File: src/rtl/bypass_pkg.sv
package bypass_pkg;

  localparam int OPC_W = 6;

  // select codes driven onto the operand muxes
  localparam logic [1:0] SEL_RF  = 2'd0;
  localparam logic [1:0] SEL_ALU = 2'd1;
  localparam logic [1:0] SEL_WB  = 2'd2;

  // opcode class fields and specific opcodes
  localparam logic [1:0]       CLS_ALU_REG   = 2'b10;
  localparam logic [1:0]       CLS_ALU_CONST = 2'b11;
  localparam logic [OPC_W-1:0] OPC_LOAD   = 6'h18;
  localparam logic [OPC_W-1:0] OPC_STORE  = 6'h19;
  localparam logic [OPC_W-1:0] OPC_JUMP   = 6'h1B;
  localparam logic [OPC_W-1:0] OPC_BRANCH = 6'h1D;

  // strobes from the opcode decoder to the comparison datapath
  typedef struct packed {
    logic readsA;
    logic readsB;
    logic aluResult;
    logic aluLoad;
  } stageStrobes_t;

endpackage

File: src/rtl/bypass_ctrl.sv
module bypass_ctrl
  import bypass_pkg::*;
(
  input  logic [OPC_W-1:0] rfOpcode,
  input  logic [OPC_W-1:0] aluOpcode,
  output stageStrobes_t    strobes
);

  logic [1:0] rfClass;
  logic [1:0] aluClass;
  logic       rfIsAlu;
  logic       rfIsAluReg;
  logic       rfSingleA;

  assign rfClass  = rfOpcode[OPC_W-1 -: 2];
  assign aluClass = aluOpcode[OPC_W-1 -: 2];

  always_comb begin
    rfIsAluReg = (rfClass == CLS_ALU_REG);
    rfIsAlu    = rfIsAluReg || (rfClass == CLS_ALU_CONST);
    rfSingleA  = (rfOpcode == OPC_LOAD) || (rfOpcode == OPC_JUMP) ||
                 (rfOpcode == OPC_BRANCH);

    strobes.readsA    = rfIsAlu || rfSingleA || (rfOpcode == OPC_STORE);
    strobes.readsB    = rfIsAluReg || (rfOpcode == OPC_STORE);
    strobes.aluResult = (aluClass == CLS_ALU_REG) || (aluClass == CLS_ALU_CONST);
    strobes.aluLoad   = (aluOpcode == OPC_LOAD);
  end

  // an instruction that reads B always reads A as well
  always_comb begin
    assert_b_implies_a_R3: assert (!strobes.readsB || strobes.readsA)
      else $error("operand B read without operand A");
  end

endmodule

File: src/rtl/bypass_datapath.sv
module bypass_datapath
  import bypass_pkg::*;
#(
  parameter int REG_W    = 5,
  parameter int NUM_OPS  = 2,
  parameter int ZERO_REG = 31
) (
  input  stageStrobes_t                  strobes,
  input  logic [NUM_OPS-1:0][REG_W-1:0]  srcRegs,
  input  logic [REG_W-1:0]               aluDest,
  input  logic                           wbEnable,
  input  logic [REG_W-1:0]               wbAddr,
  output logic [NUM_OPS-1:0][1:0]        selVec,
  output logic [NUM_OPS-1:0]             loadHitVec
);

  localparam logic [REG_W-1:0] ZERO_IDX = REG_W'(ZERO_REG);

  for (genvar g = 0; g < NUM_OPS; g++) begin : gOperand
    logic operandRead;
    logic notZero;
    logic aluMatch;
    logic wbMatch;
    logic aluHit;
    logic wbHit;

    if (g == 0) begin : gReadA
      assign operandRead = strobes.readsA;
    end else begin : gReadB
      assign operandRead = strobes.readsB;
    end

    always_comb begin
      notZero  = (srcRegs[g] != ZERO_IDX);
      aluMatch = (srcRegs[g] == aluDest);
      wbMatch  = (srcRegs[g] == wbAddr);
      aluHit   = operandRead && notZero && aluMatch && strobes.aluResult;
      wbHit    = operandRead && notZero && wbMatch && wbEnable && !aluHit;
      loadHitVec[g] = operandRead && notZero && aluMatch && strobes.aluLoad;

      if (aluHit)     selVec[g] = SEL_ALU;
      else if (wbHit) selVec[g] = SEL_WB;
      else            selVec[g] = SEL_RF;
    end

    always_comb begin
      assert_sel_legal_R1: assert (selVec[g] != 2'd3)
        else $error("illegal select code");
      assert_no_zero_R4: assert (srcRegs[g] != ZERO_IDX || selVec[g] == SEL_RF)
        else $error("zero register forwarded");
      assert_alu_priority_R6: assert (!(operandRead && notZero && aluMatch &&
                                        strobes.aluResult) || selVec[g] == SEL_ALU)
        else $error("ALU match not given priority");
      assert_unread_rf_R9: assert (operandRead || selVec[g] == SEL_RF)
        else $error("unread operand forwarded");
    end
  end

endmodule

File: src/rtl/operand_bypass_sel.sv
module operand_bypass_sel
  import bypass_pkg::*;
#(
  parameter int REG_W    = 5,
  parameter int ZERO_REG = 31
) (
  input  logic [OPC_W-1:0] rfOpcode,
  input  logic [REG_W-1:0] rfSrcA,
  input  logic [REG_W-1:0] rfSrcB,
  input  logic [OPC_W-1:0] aluOpcode,
  input  logic [REG_W-1:0] aluDest,
  input  logic             wbEnable,
  input  logic [REG_W-1:0] wbAddr,
  output logic [1:0]       selA,
  output logic [1:0]       selB,
  output logic             loadHazard
);

  localparam int NUM_OPS = 2;

  stageStrobes_t                 strobes;
  logic [NUM_OPS-1:0][REG_W-1:0] srcRegs;
  logic [NUM_OPS-1:0][1:0]       selVec;
  logic [NUM_OPS-1:0]            loadHitVec;

  assign srcRegs[0] = rfSrcA;
  assign srcRegs[1] = rfSrcB;

  bypass_ctrl i_ctrl (
    .rfOpcode  (rfOpcode),
    .aluOpcode (aluOpcode),
    .strobes   (strobes)
  );

  bypass_datapath #(
    .REG_W    (REG_W),
    .NUM_OPS  (NUM_OPS),
    .ZERO_REG (ZERO_REG)
  ) i_datapath (
    .strobes    (strobes),
    .srcRegs    (srcRegs),
    .aluDest    (aluDest),
    .wbEnable   (wbEnable),
    .wbAddr     (wbAddr),
    .selVec     (selVec),
    .loadHitVec (loadHitVec)
  );

  assign selA       = selVec[0];
  assign selB       = selVec[1];
  assign loadHazard = |loadHitVec;

  always_comb begin
    assert_load_no_alu_R8: assert (aluOpcode != OPC_LOAD ||
                                   (selA != SEL_ALU && selB != SEL_ALU))
      else $error("load result forwarded from ALU stage");
    assert_hazard_only_load_R8: assert (!loadHazard || aluOpcode == OPC_LOAD)
      else $error("hazard without load in ALU stage");
  end

endmodule

File: config.mk
export PLATFORM = sky130hd
export DESIGN_NAME = operand_bypass_sel
export DESIGN_NICKNAME = d
export VERILOG_FILES = /design/src/rtl/bypass_pkg.sv /design/src/rtl/bypass_ctrl.sv /design/src/rtl/bypass_datapath.sv /design/src/rtl/operand_bypass_sel.sv
export SDC_FILE = /design/constraint.sdc
export NUM_CORES = 1
export LEC_CHECK = 0
export CAP_MARGIN = 25
export CORE_AREA = 2 2 39 41
export DETAILED_ROUTE_END_ITERATION = 16
export DIE_AREA = 0 0 41 43
export PLACE_DENSITY = 0.81
export SLEW_MARGIN = 5
export SYNTH_ARGS = -nofsm -noshare
export SYNTH_HDL_FRONTEND = slang
export SYNTH_SLANG_ARGS = --single-unit
File: constraint.sdc
create_clock -name vclk -period 2.2
set_input_delay 0.33 -clock vclk [all_inputs]
set_output_delay 0.33 -clock vclk [all_outputs]
set_load 0.03 [all_outputs]
After elaboration in Yosys (flattened, before gate mapping)
Index checks and enable logic that the tools add are counted.
{ "word_totals": {"mem_bits_rw": 0, "rom_bits": 0, "word_cells": 43, "register_bits": 0, "latch_bits": 0, "inputBits": 33, "out_inout_bits": 5, "memories": 0} }
{ "classes": {"n_shift": 0, "eq_ne": 15, "n_reduce_logical": 24, "mux": 4, "bitwise": 0, "add_sub_neg": 0, "n_mul": 0, "n_lt_le_gt_ge": 0, "div": 0} }
{ "ops": {"columns": ["operator", "count"], "rows": [
  ["== test 6 x 5 -> 1 bit, second input constant", 5],
  ["== test 5 bit", 4],
  ["logical AND 1 bit", 14],
  ["inequality test 5 bit, second input constant", 2],
  ["== test 2 bit, second input constant", 4],
  ["two-way mux 2 bit", 4],
  ["logical OR 1 bit", 7],
  ["logical NOT 1 bit", 2],
  ["OR reduction 2 bit", 1]
]} }

Logic depth before layout (Yosys ltp)
Gate-level depths: netlist of the first run.
{ "logic_depth": {"word_depth": 12, "depth_mapped": 6, "depth_no_buf": 5} }

By module
Synthesis of the first run repeated with hierarchy kept, for this count alone.
{ "hier_totals": {"cells_unflattened": 56, "hier_area_um2": 394.1} }
{ "modules_own_cells": {"columns": ["module", "cells_per_inst", "seq_area_each_um2", "area_per_inst_um2", "n_inst"], "rows": [
  ["bypass_datapath", 45, 0.0, 316.6, 1],
  ["bypass_ctrl", 10, 0.0, 71.3, 1],
  ["operand_bypass_sel", 1, 0.0, 6.3, 1]
]} }

Least setup slack after synthesis of the first run
OpenSTA, ideal clock, no wires.
{ "synth_timing": {"kind": "input-to-output", "start": "input rfOpcode[2]", "end": "output selB[1]", "path_buffers": 0, "slack_ns": 0.462, "path_stages": 5, "t_required_ns": 1.870, "arrival_ns": 1.408, "path_cell_list": "nand2b_1 -> nor4_1 -> o22a_1 -> nand4_1 -> a21oi_1"} }
{ "synth_between": {"elab_chain_len": 9, "elab_cells_between_ends": 11, "cone_classes": "1 x eq/ne; 2 x mux; 8 x reduce/logical"} }
{ "synth_rtl": {"columns": ["item", "line", "rtl"], "rows": [
  ["from (decl)", "operand_bypass_sel.sv:7", "input logic [OPC_W-1:0] rfOpcode,"],
  ["== test 6 x 5 -> 1 bit (*)", "bypass_ctrl.sv:25", "strobes.readsB = rfIsAluReg || (rfOpcode == OPC_STORE);"],
  ["logical OR 1 bit (*)", "bypass_ctrl.sv:25", null],
  ["logical AND 1 bit (*)", "bypass_datapath.sv:37, bypass_datapath.sv:38", null],
  ["logical AND 1 bit (2 in a row)", "bypass_datapath.sv:37", "aluHit = operandRead && notZero && aluMatch && strobes.aluResult;"],
  ["logical NOT 1 bit", "bypass_datapath.sv:38", "wbHit = operandRead && notZero && wbMatch && wbEnable && !aluHit;"],
  ["logical AND 1 bit", "bypass_datapath.sv:38", null],
  ["two-way mux 2 bit", "bypass_datapath.sv:42", "else if (wbHit) selVec[g] = SEL_WB;"],
  ["two-way mux 2 bit (*)", "bypass_datapath.sv:41", "if (aluHit) selVec[g] = SEL_ALU;"],
  ["to (decl)", "operand_bypass_sel.sv:15", "output logic [1:0] selB,"]
]} }
Every way passes the cells marked *; elsewhere a longest branch is shown, timed or not.

Worst setup path in the final report of the first run
{ "layout_timing": {"start": "input rfSrcA[0]", "end": "output selA[1]"} }
{ "layout_between": {"elab_chain_len": 8, "elab_cells_between_ends": 12, "cone_classes": "3 x eq/ne; 2 x mux; 7 x reduce/logical"} }
{ "layout_rtl": {"columns": ["item", "line", "rtl"], "rows": [
  ["from (decl)", "operand_bypass_sel.sv:8", "input logic [REG_W-1:0] rfSrcA,"],
  ["inequality test 5 bit", "bypass_datapath.sv:34", "notZero = (srcRegs[g] != ZERO_IDX);"],
  ["logical AND 1 bit", "bypass_datapath.sv:37, bypass_datapath.sv:38", null],
  ["logical AND 1 bit (2 in a row)", "bypass_datapath.sv:37", null],
  ["logical NOT 1 bit", "bypass_datapath.sv:38", null],
  ["logical AND 1 bit", "bypass_datapath.sv:38", null],
  ["two-way mux 2 bit", "bypass_datapath.sv:42", null],
  ["two-way mux 2 bit (*)", "bypass_datapath.sv:41", null],
  ["to (decl)", "operand_bypass_sel.sv:14", "output logic [1:0] selA,"]
]} }
Marked as above.

==> impl_metrics.yaml, run 1 <==
power:
  total_power_mw: 0.1312
  power_density_nw_per_um2: 169.4
  p_leak_nw: 0.3082
  peakVddDrop_mv: 0.07631
grt:
  grt_util_met1: 0.1709
  grt_pass1_vias: 502
  grt_max_degree: 5
  met2_usage: 0.2719
  grt_pass1_wl_mm: 1.883
  met3_usage: 0
  grt_overflow: 0
  top_usage_layer: "met2"
  antenna_found_initial: 0
  grt.total_usage: 0.1409
synth:
  synth_cell_type_count: 20
  synth_compound_area_frac: 0.1028
  netlist_area_sq_um: 401.6
  yosysMostFrequentCell: "xor2_1"
  synth_cells: 53
  yosysTopAreaCell: "xor2_1"
  yosysTopAreaCellShare: 0.2835
  muxShareOfSynthArea: 0
  yosys.area_share.simple: 0.4050
  yosysWarnings: 0
  synth_fa_ha_area_frac: 0
  yosysSeqAreaShare: 0
  synth_top_family_by_area: "XOR/XNOR gates"
  synth_area_leaders: "xor2_1 28%, xnor2_1 15%, nor4_1 6.2%"
  syn_avg_cell_area_sq_um: 7.578
  synth_common_cells: "13 x xor2_1, 7 x xnor2_1, 4 x nand2_1, 4 x nor4_1"
  synth_fp_nets: 86
  synth_xor_area_frac: 0.4361
drt:
  drcViolationCount: 0
  drt.antenna.violating_nets: 0
  wl_per_cell_microns: 11.11
  routed_via_density: 4.800
  drtIter0Drc: 6
  wirelength_mm: 1.167
  firstDrtPassIters: 4
  vias: 504
die:
  ios: 38
  rows: 14
  die-area_sq_um: 1763
  die_y_microns: 43
  die_w_microns: 41
  initial_core_util: 0.2902
  core_sq_um: 1384
final_layout:
  finalNetCount: 124
  utilization: 0.5597
  diodes: 0
  design.seq.count: 0
  final-seq-area_sq_um: 0
  clock_buffers: 0
  area_growth_pct: 92.84
  drive_gt1_frac: 0.1236
  instances_no_fill: 105
worst_setup_path:
  worstPathMaxFanout: 3
  path_delay_family: "buffers and inverters"
  cp-end-kind: "output pin"
  worstPathRequired_ps: 1870
  critPathKind: "in2out"
  cp_slowest_cell: "clkdlybuf4s50_1"
  critPathMaxStageDelay_ps: 470
  crit_start: "rfSrcA[0]"
  timing.critical_path.buf_inv: 2
  worstPathArrival_ps: 1770
  cp-start-kind: "primary input"
  cp_cell_sequence: "clkdlybuf4s50_1 -> xor2_1 -> nor4_1 -> and3_1 -> o211a_1 -> buf_4"
place:
  portBuffers: 38
  gp_congestion: 0.8071
  numPlacedInstances: 105
timing:
  tightest_slew_ps: 276.1
  period_share: 0.9563
  fin_crit_ps: 2104
  setup_tns_ps: 0
  report.final.slew_viol_count: 0
  rsz0062_at_grt: "no"
  setup_viol: 0
  relSlewSlack: 0.8142
  fmax_ghz: 0.4753
  final_hold_viol_count: 0
worst_hold_path:
  hold_path_class: "in2out"
  hp-start: "aluOpcode[4]"
  hold_end: "loadHazard"
  holdPathStages: 4
clock_network:
  cts_setup_buffers: 0
run:
  drv_cap: 0
status:
  status: "complete, no violations"
through the flow:
step	hold slack, ps	setup slack (ps)	instance area (sq um)
3_5_place_dp	1332	90.96	774.5
2_1_floorplan	828.5	461.7	401.6
6_report	1324	96.08	774.5
5_1_grt	1378	24.20	774.5
3_3_place_gp	1330	91.58	774.5
4_1_cts	1332	88.89	774.5
layout make-up:
cell class	count	area, sq um
Inverter	2	7.507
Fill cell	137	609.3
Multi-Input combinational cell	49	379.1
Tap cell	16	20.02
Timing Repair Buffer	38	367.9
repair_timing:
item / CTS / global route
setup endpoints to repair: 0 / 1
resized for setup: 0 / 0
hold buffers: 0 / 0
worst max-delay path by stage:
stage                          to  slack, ps  depth (start not counted)
after CTS                 selA[1]         90                          7
after floorplan           selB[1]        460                          5
after global routing      selB[1]         20                          7
after global placement    selA[1]         90                          6
after detailed placement  selA[1]         90                          7
final                     selA[1]        100                          6
power by group:
part	switching, mW	total [mW]	internal, mW
Clock	0	0	0
Combinational	0.0508	0.131	0.0804
Sequential	0	0	0
Total	0.0508	0.131	0.0804
cells by family (layout without fill, tap and decap cells):
family	Yosys count	after routing
xor+xnor	20	20
buf+inv	4	40
compound gates	5	5
simple gates	24	24
tightest hold or removal path: stages:
cell             delay, ps
clkdlybuf4s50_1        400
nand3_1                 70
a21oi_1                 40
buf_4                  160
cells in the final DEF (no fill, tap or decap):
master / count
buf_4: 5
and3_1: 3
and3_4: 1
a21oi_1: 2
nand2_1: 4
nor3_2: 2
o211ai_2: 1
xor2_1: 13
clkdlybuf4s50_1: 33
o22a_1: 1
nor2_1: 2
nand3_1: 3
nand3_2: 1
nor2b_1: 1
nand4_4: 1
nor4_1: 4
nand2b_1: 1
inv_1: 2
xnor2_1: 7
o211a_1: 1
nand4_1: 1
layer usage:
layer | vias to the layer above | wire (microns)
met5 | - | 0
met2 | 15 | 646
met4 | 0 | 0
li1 | 259 | -
met1 | 230 | 466
met3 | 0 | 54
No activity file was read; power rests on OpenSTA's default activity.
==> inputs of run 2 (changes only) <==
Settings changed: MAX_ROUTING_LAYER set to met4.
==> run 2 against run 1 <==
  * Total power about the same
  * Count of clock-buffer cells in the layout unchanged
  * Routed wire length about the same
  * Design area unchanged
  * Die area unchanged
  * Critical path type unchanged
  * Critical endpoint unchanged
==> impl_metrics.yaml, run 2 (synthesized netlist as in run 1, its figures left out) <==
power:
  p_leak_nw: 0.3082
  switching_share: 0.3869
  power_density_nw_per_um2: 169.4
  switchingPower_mw: 0.05076
  p_int_mw: 0.08044
  pwr-share-clk: 0
  seqPwrFrac: 0
  peakVddDrop_mv: 0.07631
  pwr-share-comb: 1.000
grt:
  grt_pass1_wl_mm: 1.869
  grt_pass1_vias: 503
  grt_overflow: 0
  antenna_found_initial: 0
  grt.total_usage: 0.1433
  grt_max_degree: 5
timing:
  setup_viol: 0
  setup_tns_ps: 0
  relSlewSlack: 0.8142
  period_share: 0.9563
  fmax_ghz: 0.4753
  rsz0062_at_grt: "no"
  holdWs_ps: 1324
  fin_crit_ps: 2104
  tightest_slew_ps: 276.1
  final_hold_viol_count: 0
  report.final.slew_viol_count: 0
final_layout:
  finalNetCount: 124
  fillCellCount: 137
  diodes: 0
  multi_input_area_sq_um: 379.1
  final-seq-area_sq_um: 0
  area_growth_pct: 92.84
  drive_gt1_frac: 0.1236
  mostFrequentLayoutCell: "clkdlybuf4s50_1"
  clock_buffers: 0
  utilization: 0.5597
  mostFrequentLayoutCells: "33 x clkdlybuf4s50_1, 13 x xor2_1, 7 x xnor2_1"
  design.seq.count: 0
drt:
  drtIter0Drc: 6
  routed_via_density: 4.800
  drt.antenna.violating_nets: 0
  vias: 504
  wl_per_cell_microns: 11.12
  firstDrtPassIters: 4
  drcViolationCount: 0
  wirelength_mm: 1.168
place:
  portBuffers: 38
  gp_congestion: 0.8189
worst_setup_path:
  critPathMaxStageDelay_ps: 470
  worstPathMaxFanout: 3
  cp-start-kind: "primary input"
  worstPathRequired_ps: 1870
  worstPathArrival_ps: 1770
  critPathKind: "in2out"
  cp_slowest_cell: "clkdlybuf4s50_1"
  cp_cell_sequence: "clkdlybuf4s50_1 -> xor2_1 -> nor4_1 -> and3_1 -> o211a_1 -> buf_4"
  cp-end-kind: "output pin"
worst_hold_path:
  holdPathStages: 4
  hold_path_class: "in2out"
die:
  rows: 14
  die_y_microns: 43
  core_sq_um: 1384
  die_w_microns: 41
  die-area_sq_um: 1763
  initial_core_util: 0.2902
  ios: 38
clock_network:
  hold_buffers: 0
run:
  drv_cap: 0
status:
  status: "complete, no violations"
run 2: cell counts in the layout (fill, tap and decap cells not counted):
No cell type changed its count.
run 2: worst paths after layout:
check | start | end | slack, ps
hold / removal | aluOpcode[4] | loadHazard | 1320
setup / recovery | rfSrcA[0] | selA[1] | 100
run 2: layer usage:
| layer | wire (microns) | vias up | track usage |
|---|---|---|---|
| li1 | - | 259 | - |
| met1 | 467 | 230 | 0.1677 |
| met2 | 646 | 15 | 0.2719 |
| met3 | 54 | 0 | 0 |
| met4 | 0 | 0 | 0 |
| met5 | 0 | - | - |
run 2: critical path, delay by kind of cell:
kind	cells	cell delay [ps]
XOR/XNOR	1	190
AND/OR/NAND/NOR	2	500
AO/OA/AOI/OAI	1	140
buffers and inverters	2	620
run 2: layout make-up:
type	count	area share
tap	16	0.02585
timing repair buffer	38	0.4750
inverter	2	0.009693
multi-input combinational	49	0.4895
run 2: repair_timing:
action                                  in CTS  in global routing
endpoints found under the setup margin       0                  1
resized for setup                            0                  0
setup buffers                                0                  0
endpoints found under the hold margin        0                  0
run 2: per-stage QoR:
step	instance area [sq um]	std cells	setup WS, ps	power [mW]
3_5_place_dp	774.5	105	90.96	0.1322
6_report	774.5	105	96.08	0.1312
5_1_grt	774.5	105	24.20	0.1418
3_3_place_gp	774.5	105	91.58	0.1306
2_1_floorplan	401.6	53	461.7	0.05050
4_1_cts	774.5	105	88.89	0.1329
run 2: power by group through the flow:
stage | clock, mW | sequential, mW | combinational [mW]
detailed placement | 0 | 0 | 0.132
floorplan | 0 | 0 | 0.0505
global placement | 0 | 0 | 0.131
finish | 0 | 0 | 0.131
CTS | 0 | 0 | 0.133
global route | 0 | 0 | 0.142
